### config.mk
export PLATFORM = sky130hd
export DESIGN_NAME = pwrsw_spi_diag
export DESIGN_NICKNAME = d
export VERILOG_FILES = /design/src/rtl/pss_pkg.sv /design/src/rtl/pss_sync.sv /design/src/rtl/pss_shifter.sv /design/src/rtl/pss_ctrl.sv /design/src/rtl/pwrsw_spi_diag.sv
export SDC_FILE = /design/constraint.sdc
export NUM_CORES = 1
export LEC_CHECK = 0
export BUFFER_PORTS_ARGS = -buffer_cell sky130_fd_sc_hd__buf_2
export CORE_MARGIN = 2
export CORE_UTILIZATION = 31
export DETAILED_ROUTE_END_ITERATION = 7
export GPL_TIMING_DRIVEN = 0
export SYNTH_ARGS = -nofsm -noshare
export SYNTH_HDL_FRONTEND = slang
export SYNTH_SLANG_ARGS = --single-unit
### constraint.sdc
create_clock -name clk -period 1.8 [get_ports clk]
set_input_delay 0.09 -clock clk [delete_from_list [all_inputs] [get_ports clk]]
set_output_delay 0.09 -clock clk [all_outputs]
set_load 0.05 [all_outputs]
### src/rtl/pss_pkg.sv
package pss_pkg;
  localparam int FRAME_W = 8;
  localparam int NIB_W   = FRAME_W / 2;

  typedef enum logic [2:0] {
    K_NOP   = 3'd0,
    K_CHAN  = 3'd1,
    K_MODE  = 3'd2,
    K_IOCFG = 3'd3,
    K_BAD   = 3'd4
  } cmd_kind_e;

  // Upper nibble selects the command class.
  function automatic cmd_kind_e cmd_kind_f(input logic [FRAME_W-1:0] b);
    case (b[FRAME_W-1 -: NIB_W])
      4'b0000: return K_NOP;
      4'b0001: return K_CHAN;
      4'b0010: return K_MODE;
      4'b0111: return K_IOCFG;
      default: return K_BAD;
    endcase
  endfunction

  // Sticky diagnosis: a clear wipes old bits, new faults always land.
  function automatic logic [FRAME_W-1:0] nxt_diag_f(input logic [FRAME_W-1:0] cur,
                                                    input logic [FRAME_W-1:0] flt,
                                                    input logic               clr);
    return (clr ? '0 : cur) | flt;
  endfunction
endpackage

### src/rtl/pss_sync.sv
module pss_sync #(
  parameter int          N   = 3,
  parameter logic [2:0]  RST = 3'b001
) (
  input  logic         clk,
  input  logic         rst_n,
  input  logic [N-1:0] din,
  output logic [N-1:0] dsync,
  output logic [N-1:0] dprev
);
  for (genvar i = 0; i < N; i++) begin : g_bit
    logic meta_q, sync_q, prev_q;
    always_ff @(posedge clk or negedge rst_n) begin
      if (!rst_n) begin
        meta_q <= RST[i];
        sync_q <= RST[i];
        prev_q <= RST[i];
      end else begin
        meta_q <= din[i];
        sync_q <= meta_q;
        prev_q <= sync_q;
      end
    end
    assign dsync[i] = sync_q;
    assign dprev[i] = prev_q;
  end
endmodule

### src/rtl/pss_shifter.sv
module pss_shifter #(
  parameter int W  = 8,
  parameter int CW = $clog2(W + 2)
) (
  input  logic          clk,
  input  logic          rst_n,
  input  logic          cs_fall,
  input  logic          sclk_fall,
  input  logic          sclk_rise,
  input  logic          sdi_s,
  input  logic          sleep_i,
  input  logic [W-1:0]  diag_q,
  output logic [W-1:0]  sh_q,
  output logic [CW-1:0] bit_cnt,
  output logic          so_bit
);
  localparam logic [CW-1:0] CNT_SAT = CW'(W + 1);

  always_ff @(posedge clk or negedge rst_n) begin
    if (!rst_n) begin
      sh_q    <= '0;
      bit_cnt <= '0;
      so_bit  <= 1'b0;
    end else if (cs_fall) begin
      bit_cnt <= '0;
      if (!sleep_i) begin
        sh_q   <= diag_q;
        so_bit <= diag_q[W-1];
      end else begin
        so_bit <= sh_q[W-1];
      end
    end else begin
      if (sclk_fall) begin
        sh_q <= {sh_q[W-2:0], sdi_s};
        if (bit_cnt != CNT_SAT) bit_cnt <= bit_cnt + 1'b1;
      end
      if (sclk_rise) so_bit <= sh_q[W-1];
    end
  end
endmodule

### src/rtl/pss_ctrl.sv
module pss_ctrl
  import pss_pkg::*;
#(
  parameter int W   = FRAME_W,
  parameter int NCH = 2,
  parameter int CW  = $clog2(W + 2)
) (
  input  logic           clk,
  input  logic           rst_n,
  input  logic           cs_rise,
  input  logic [W-1:0]   rx_byte,
  input  logic [CW-1:0]  bit_cnt,
  input  logic [W-1:0]   fault_i,
  output logic           apply_ok,
  output logic [W-1:0]   diag_q,
  output logic [NCH-1:0] chan_on,
  output logic [NIB_W-1:0] mode_q,
  output logic           so_spi
);
  cmd_kind_e kind;
  logic      frame_full;

  assign kind       = cmd_kind_f(rx_byte);
  assign frame_full = (bit_cnt == CW'(W));
  assign apply_ok   = cs_rise && frame_full && (kind != K_BAD);

  always_ff @(posedge clk or negedge rst_n) begin
    if (!rst_n) begin
      diag_q <= '0;
      mode_q <= '0;
      so_spi <= 1'b0;
    end else begin
      diag_q <= nxt_diag_f(diag_q, fault_i, apply_ok);
      if (apply_ok && kind == K_MODE)  mode_q <= rx_byte[NIB_W-1:0];
      if (apply_ok && kind == K_IOCFG) so_spi <= 1'b1;
    end
  end

  for (genvar c = 0; c < NCH; c++) begin : g_chan
    always_ff @(posedge clk or negedge rst_n) begin
      if (!rst_n)                           chan_on[c] <= 1'b0;
      else if (apply_ok && kind == K_CHAN)  chan_on[c] <= rx_byte[c];
    end
  end
endmodule

### src/rtl/pwrsw_spi_diag.sv
module pwrsw_spi_diag
  import pss_pkg::*;
#(
  parameter int W   = FRAME_W,
  parameter int NCH = 2
) (
  input  logic             clk,
  input  logic             rst_n,
  input  logic             cs_n,
  input  logic             sclk,
  input  logic             sdi,
  input  logic             sleep_i,
  input  logic             ch2_stat_i,
  input  logic [W-1:0]     fault_i,
  output logic             so_out,
  output logic             so_en,
  output logic [NCH-1:0]   chan_on,
  output logic [NIB_W-1:0] mode_q,
  output logic             so_spi
);
  localparam int CW = $clog2(W + 2);

  logic [2:0]    pin_s, pin_p;
  logic          cs_sync, cs_fall, cs_rise, sclk_fall, sclk_rise;
  logic [W-1:0]  sh_q, diag_q;
  logic [CW-1:0] bit_cnt;
  logic          so_bit, apply_ok;

  pss_sync #(.N(3), .RST(3'b001)) u_sync (
    .clk(clk), .rst_n(rst_n), .din({sdi, sclk, cs_n}),
    .dsync(pin_s), .dprev(pin_p)
  );

  assign cs_sync   = pin_s[0];
  assign cs_fall   =  pin_p[0] && !pin_s[0];
  assign cs_rise   = !pin_p[0] &&  pin_s[0];
  assign sclk_fall = !cs_sync &&  pin_p[1] && !pin_s[1];
  assign sclk_rise = !cs_sync && !pin_p[1] &&  pin_s[1];

  pss_shifter #(.W(W), .CW(CW)) u_shift (
    .clk(clk), .rst_n(rst_n), .cs_fall(cs_fall), .sclk_fall(sclk_fall),
    .sclk_rise(sclk_rise), .sdi_s(pin_s[2]), .sleep_i(sleep_i),
    .diag_q(diag_q), .sh_q(sh_q), .bit_cnt(bit_cnt), .so_bit(so_bit)
  );

  pss_ctrl #(.W(W), .NCH(NCH), .CW(CW)) u_ctrl (
    .clk(clk), .rst_n(rst_n), .cs_rise(cs_rise), .rx_byte(sh_q),
    .bit_cnt(bit_cnt), .fault_i(fault_i), .apply_ok(apply_ok),
    .diag_q(diag_q), .chan_on(chan_on), .mode_q(mode_q), .so_spi(so_spi)
  );

  assign so_en  = !so_spi || !cs_sync;
  assign so_out = so_spi ? so_bit : ch2_stat_i;
endmodule

Word-level counts from Yosys, hierarchy flattened

Index checks and enable logic that the tools add are counted.

Output and inout bits: 9
Flip-flop bits (word level): 36
Word-level logic and storage cells: 63
Bits of input ports: 15

Reduce and logical (&&, ||, !) cells: 23
Eq/ne operators: 10
Bitwise operators: 1
Multiplexer cells: 12
$add $sub $neg: 1

Operators by type and width:

| kind                | number |
|---|---|
| $mux 8              | 4 |
| $mux 4              | 3 |
| $pmux 3 s4          | 1 |
| $logic_and 1x1->1   | 11 |
| $or 8x8->8          | 1 |
| $eq 3x2->1 const B  | 2 |
| $reduce_bool 2->1   | 3 |
| $logic_not 1->1     | 5 |
| $add 4x1->4 const B | 1 |
| $eq 4x1->1 const B  | 1 |
| $eq 4x2->1 const B  | 1 |
| $eq 4x3->1 const B  | 1 |
| $eq 4x4->1 const B  | 1 |
| $logic_not 4->1     | 1 |
| $mux 1              | 4 |
| $ne 4x4->1 const B  | 1 |
| $reduce_and 2->1    | 2 |
| $eq 3x1->1 const B  | 1 |
| $ne 3x3->1 const B  | 1 |
| $ne 2x2->1 const B  | 1 |
| $logic_or 1x1->1    | 1 |

Depth between registers and ports, before layout

Word-level depth: 6
Mapped depth: 5
Mapped depth without buffers: 5

Cells and area by module

From an unflattened synthesis, not the netlist that was laid out.

Cell total of the unflattened synthesis: 132
Area total of the unflattened synthesis: 1672.9 um^2

By module, submodules not included:

| module         | cells an instance | times used | sequential area each (um^2) | area an instance (um^2) |
|---|---|---|---|---|
| pss_shifter    | 71                | 1          | 325.3                       | 750.7 |
| pss_ctrl       | 40                | 1          | 375.4                       | 601.8 |
| pss_sync       | 15                | 1          | 229.0                       | 274.0 |
| pwrsw_spi_diag | 6                 | 1          | 0.0                         | 46.3 |

Worst setup path before layout

Ideal clock, no wire load.

Path type: flip-flop to flip-flop
Start: register u_sync.g_bit[0].sync_q
End: register u_shift.sh_q[0]
Arrival time: 1592 ps
Path buffers: 2
Required time: 1675 ps
Setup time: 125 ps
Setup slack: 83 ps
Stages on the path, launching flop included: 6
Path through: dfstp_2 > buf_6 > nand2b_1 > clkbuf_1 > mux2_2 > mux2_2

Cells in the longest elaborated chain, start to end: 5
Elaborated cells on any way between the ends: 8
Classes of those cells: eq/ne: 1; mux: 1; reduce/logical: 6

Ends and longest elaborated chain:

| what                               | RTL line                                   | source |
|---|---|---|
| start, declared                    | pss_sync.sv:12                             | `logic meta_q, sync_q, prev_q;` |
| start signal, assigned             | pss_sync.sv:16                             | `sync_q <= RST[i];` |
| start signal, assigned             | pss_sync.sv:20                             | `sync_q <= meta_q;` |
| $logic_not 1->1 (*)                | pwrsw_spi_diag.sv:35, pwrsw_spi_diag.sv:37 |  |
| $logic_and 1x1->1 (2 in a row)     | pwrsw_spi_diag.sv:37                       | `assign sclk_fall = !cs_sync && pin_p[1] && !pin_s[1];` |
| $reduce_bool 2->1 (no source line) | n/a                                        |  |
| $reduce_and 2->1 (no source line)  | n/a                                        |  |
| end signal, assigned               | pss_shifter.sv:27                          | `sh_q <= diag_q;` |
| end signal, assigned               | pss_shifter.sv:34                          | `sh_q <= {sh_q[W-2:0], sdi_s};` |
| end, declared                      | pss_shifter.sv:13                          | `output logic [W-1:0] sh_q,` |

Every way passes the cells marked *; elsewhere a longest branch is shown, timed or not.
A chain may end at the register's enable or synchronous reset.

Final worst setup path

Start: register u_shift.bit_cnt[0]
End: register u_ctrl.chan_on[1]

Cells in the longest elaborated chain, start to end: 4

Ends and longest elaborated chain:

| what                           | RTL line          | source |
|---|---|---|
| start, declared                | pss_shifter.sv:14 | `output logic [CW-1:0] bit_cnt,` |
| start signal, assigned         | pss_shifter.sv:35 | `if (bit_cnt != CNT_SAT) bit_cnt <= bit_cnt + 1'b1;` |
| $eq 4x4->1                     | pss_ctrl.sv:24    | `assign frame_full = (bit_cnt == CW'(W));` |
| $logic_and 1x1->1 (2 in a row) | pss_ctrl.sv:25    | `assign apply_ok = cs_rise && frame_full && (kind != K_BAD);` |
| $logic_and 1x1->1              | pss_ctrl.sv:42    | `else if (apply_ok && kind == K_CHAN) chan_on[c] <= rx_byte[c];` |
| end signal, assigned by index  | pss_ctrl.sv:42    |  |
| end, declared                  | pss_ctrl.sv:16    | `output logic [NCH-1:0] chan_on,` |

No other way between the ends.

==> flow_metrics.env <==
export IMPL_vias=1054
export IMPL_synth_top_cell_by_area="dfrtp_1"
export IMPL_finalMaxSlewViolations=0
export IMPL_worstPathCellList="inv_1, ha_1, nand4bb_4, nor4_4, mux2_2"
export IMPL_cts_tree="built"
export IMPL_fmax_mhz=582.5
export IMPL_hpwl_mm=2.083
export IMPL_final_nets=176
export IMPL_io_pins=24
export IMPL_drv_cap=0
export IMPL_syn2layout_area_growth_pct=26.13
export IMPL_cpPeakStageDelay_ps=420
export IMPL_drtPass1Iterations=3
export IMPL_synthCells=117
export IMPL_dp_cells=210
export IMPL_crit_path_end="u_ctrl.chan_on[1]"
export IMPL_antenna_found_initial=0
export IMPL_drive_gt1_share_pct=39.62
export IMPL_hold_ws_ps=80.86
export IMPL_drt_iter0_drc=81
export IMPL_synth_top_area_share_pct=51.64
export IMPL_setup_viol=0
export IMPL_io_buffers=23
export IMPL_grt_pass1_vias=1140
export IMPL_numCtsBuffers=5
export IMPL_cts_setup_buffers=0
export IMPL_hp_class="primary input to flip-flop"
export IMPL_dieArea_um2=5749
export IMPL_gr_usage_all_layers_pct=12.34
export IMPL_fin_skew_ps=6.336
export IMPL_final_period_utilization_pct=95.38
export IMPL_cp_buffers_inverters=1
export IMPL_route_detailed_drc=0
export IMPL_synth_area_leaders="dfrtp_1 52%, mux2_2 16%, dfstp_2 4.9%"
export IMPL_layout_cells_non_filler=229
export IMPL_cts_sinks=36
export IMPL_cp_slowest_cell="dfrtp_1"
export IMPL_cp_startpoint="u_shift.bit_cnt[0]"
export IMPL_drtAntennaViolNets=0
export IMPL_core_um2=5042
export IMPL_hold_viol_final=0
export IMPL_critical_path_class="flip-flop to flip-flop"
export IMPL_clk_pin_slew_worst_paths_ps=70
export IMPL_p_per_area_nw_per_um2=918.8
export IMPL_crit_family="simple AND/OR/NAND/NOR gates"
export IMPL_ys_seq_elements=36
export IMPL_layout_common_cells="33 x dfrtp_1, 24 x buf_2, 23 x mux2_2"
export IMPL_initial_core_util_pct=31.71
export IMPL_synth_avg_cell_area_um2=13.67
export IMPL_gp_congestion=0.7516
export IMPL_cts_htree_levels=2
export IMPL_startpoint_type="flip-flop"
export IMPL_drt_wl_total_mm=2.958
export IMPL_grt_pass1_wl_mm=5.175
export IMPL_run_status="complete, no violations"
export IMPL_fp_row_count=26
export IMPL_die_height_um=75.82
export IMPL_r2r_end="u_ctrl.chan_on[1]"
export IMPL_regToRegSetupSlack_ps=80
export IMPL_power_leakage_nw=0.8472
export IMPL_vdd_drop_max_mv=0.3997
export IMPL_yosysSeqAreaShare_pct=56.57
export IMPL_rsz0062_at_grt="yes"
export IMPL_overflow=0
export IMPL_routed_via_density=4.603
export IMPL_clk_latency_ps=290
export IMPL_tightest_slew_ps=794.0
export IMPL_cp_max_fo=5
export IMPL_yosysUniqueCellTypes=32
export IMPL_layout_min_cycle_time_ps=1717
export IMPL_root_buffer="clkbuf_8"
export IMPL_worstPathRequired_ps=1970
export IMPL_die_w_um=75.82
export IMPL_rr_worst_depth=5
export IMPL_syn_nets=135
export IMPL_critical_path_depth=5
export IMPL_final_common_cell="dfrtp_1"
export IMPL_synth_warnings=0
export IMPL_crit_path_end_kind="flip-flop"
export IMPL_cp_arrival_ps=1890
export IMPL_slew_headroom_pct=47.06
export IMPL_grt_max_degree=37
export IMPL_wl_per_cell_um=12.92
export IMPL_insertedDiodeCount=0
export IMPL_synth_cell_area_um2=1599
export IMPL_r2r_start="u_shift.bit_cnt[0]"
export IMPL_cts_buffer_depth=2
export IMPL_fin_util_pct=40.00
[cells in the mapped netlist]
cell type,number
nand2_1,3
nand4bb_4,1
or3b_1,1
ha_1,3
dfrtp_1,33
inv_1,6
buf_6,1
mux2i_1,1
nand3b_1,1
clkbuf_1,1
a21oi_4,1
a21o_1,9
and2b_1,1
o21ai_0,3
buf_2,1
a211o_1,1
nor4_1,1
dfstp_2,3
mux2_2,23
and3b_1,1
nor4_4,1
or3b_4,1
o311ai_0,1
nand2b_1,6
o31ai_1,1
nand4_1,1
a21oi_1,4
o221ai_1,1
nand3_1,3
nor4b_1,1
nor3b_1,1
or4_1,1
[state kept, by name (all words and copies together) (netlist names)]
| signal | count |
|---|---|
| u_ctrl.chan_on | 2 |
| u_ctrl.diag_q | 8 |
| u_ctrl.mode_q | 4 |
| u_ctrl.so_spi | 1 |
| u_shift.bit_cnt | 4 |
| u_shift.sh_q | 8 |
| u_shift.so_bit | 1 |
| u_sync.g_bit.meta_q | 3 |
| u_sync.g_bit.prev_q | 2 |
| u_sync.g_bit.sync_q | 3 |
[per-stage QoR]
stage | power (W) | setup TNS [ps] | worst slack (ps) | instance area [um^2]
CTS | 0.001872 | 0 | 30.84 | 2008
finish | 0.001853 | 0 | 83.15 | 2017
global placement | 0.001279 | -571.6 | -119.0 | 1802
global route | 0.001961 | -1.050 | -1.050 | 2017
detailed placement | 0.001296 | -860.5 | -148.5 | 1802
floorplan | 0.001206 | 0 | 83.34 | 1599
[repair_timing]
item,in CTS,in global routing
setup endpoints to repair,7,2
endpoints found under the hold margin,44,0
hold buffers,12,0
gates resized for setup,2,1
pin swaps,1,0
[cell type report]
class	instances	area (um^2)
clock inverter	1	5.005
fill	489	3025
buffer	2	16.27
multi-input combinational	72	669.4
sequential	36	904.6
tap	70	87.58
inverter	6	22.52
clock buffer	7	76.32
timing repair buffer	35	235.2
[where the power goes]
| part | leakage [nW] | internal (W) | switching [W] |
|---|---|---|---|
| Combinational | 0.396 | 0.000180 | 0.000126 |
| Clock | 0.0422 | 0.000271 | 0.000269 |
| Sequential | 0.409 | 0.000903 | 0.000104 |
[cell families after synthesis]
family	after synthesis	share of synthesized area, %
and+or+nand+nor	24	12.05
DFF	36	56.57
buffers and inverters	9	2.660
muxes	24	16.82
AOI/OAI and AO/OA	21	9.546
adders and majority gates	3	2.348
[worst min-delay path by stage]
stage | endpoint | cells past startpoint | startpoint
detailed placement | u_sync.g_bit[0].meta_q | 1 | cs_n
global placement | u_sync.g_bit[2].meta_q | 1 | rst_n
CTS | u_shift.so_bit | 2 | sleep_i
global route | u_shift.so_bit | 2 | sleep_i
finish | u_shift.so_bit | 2 | sleep_i
floorplan | u_ctrl.chan_on[0] | 0 | rst_n
[per-layer routing]
layer	GRT usage, %	vias up	wire length, um	part of all wire, %
li1	-	504	-	-
met1	13.07	516	1196	40
met2	21.93	26	1549	52
met3	3.968	8	152	5.1
met4	6.043	0	59	2.0
met5	0	-	0	0
Power figures use the tool's default switching activity.
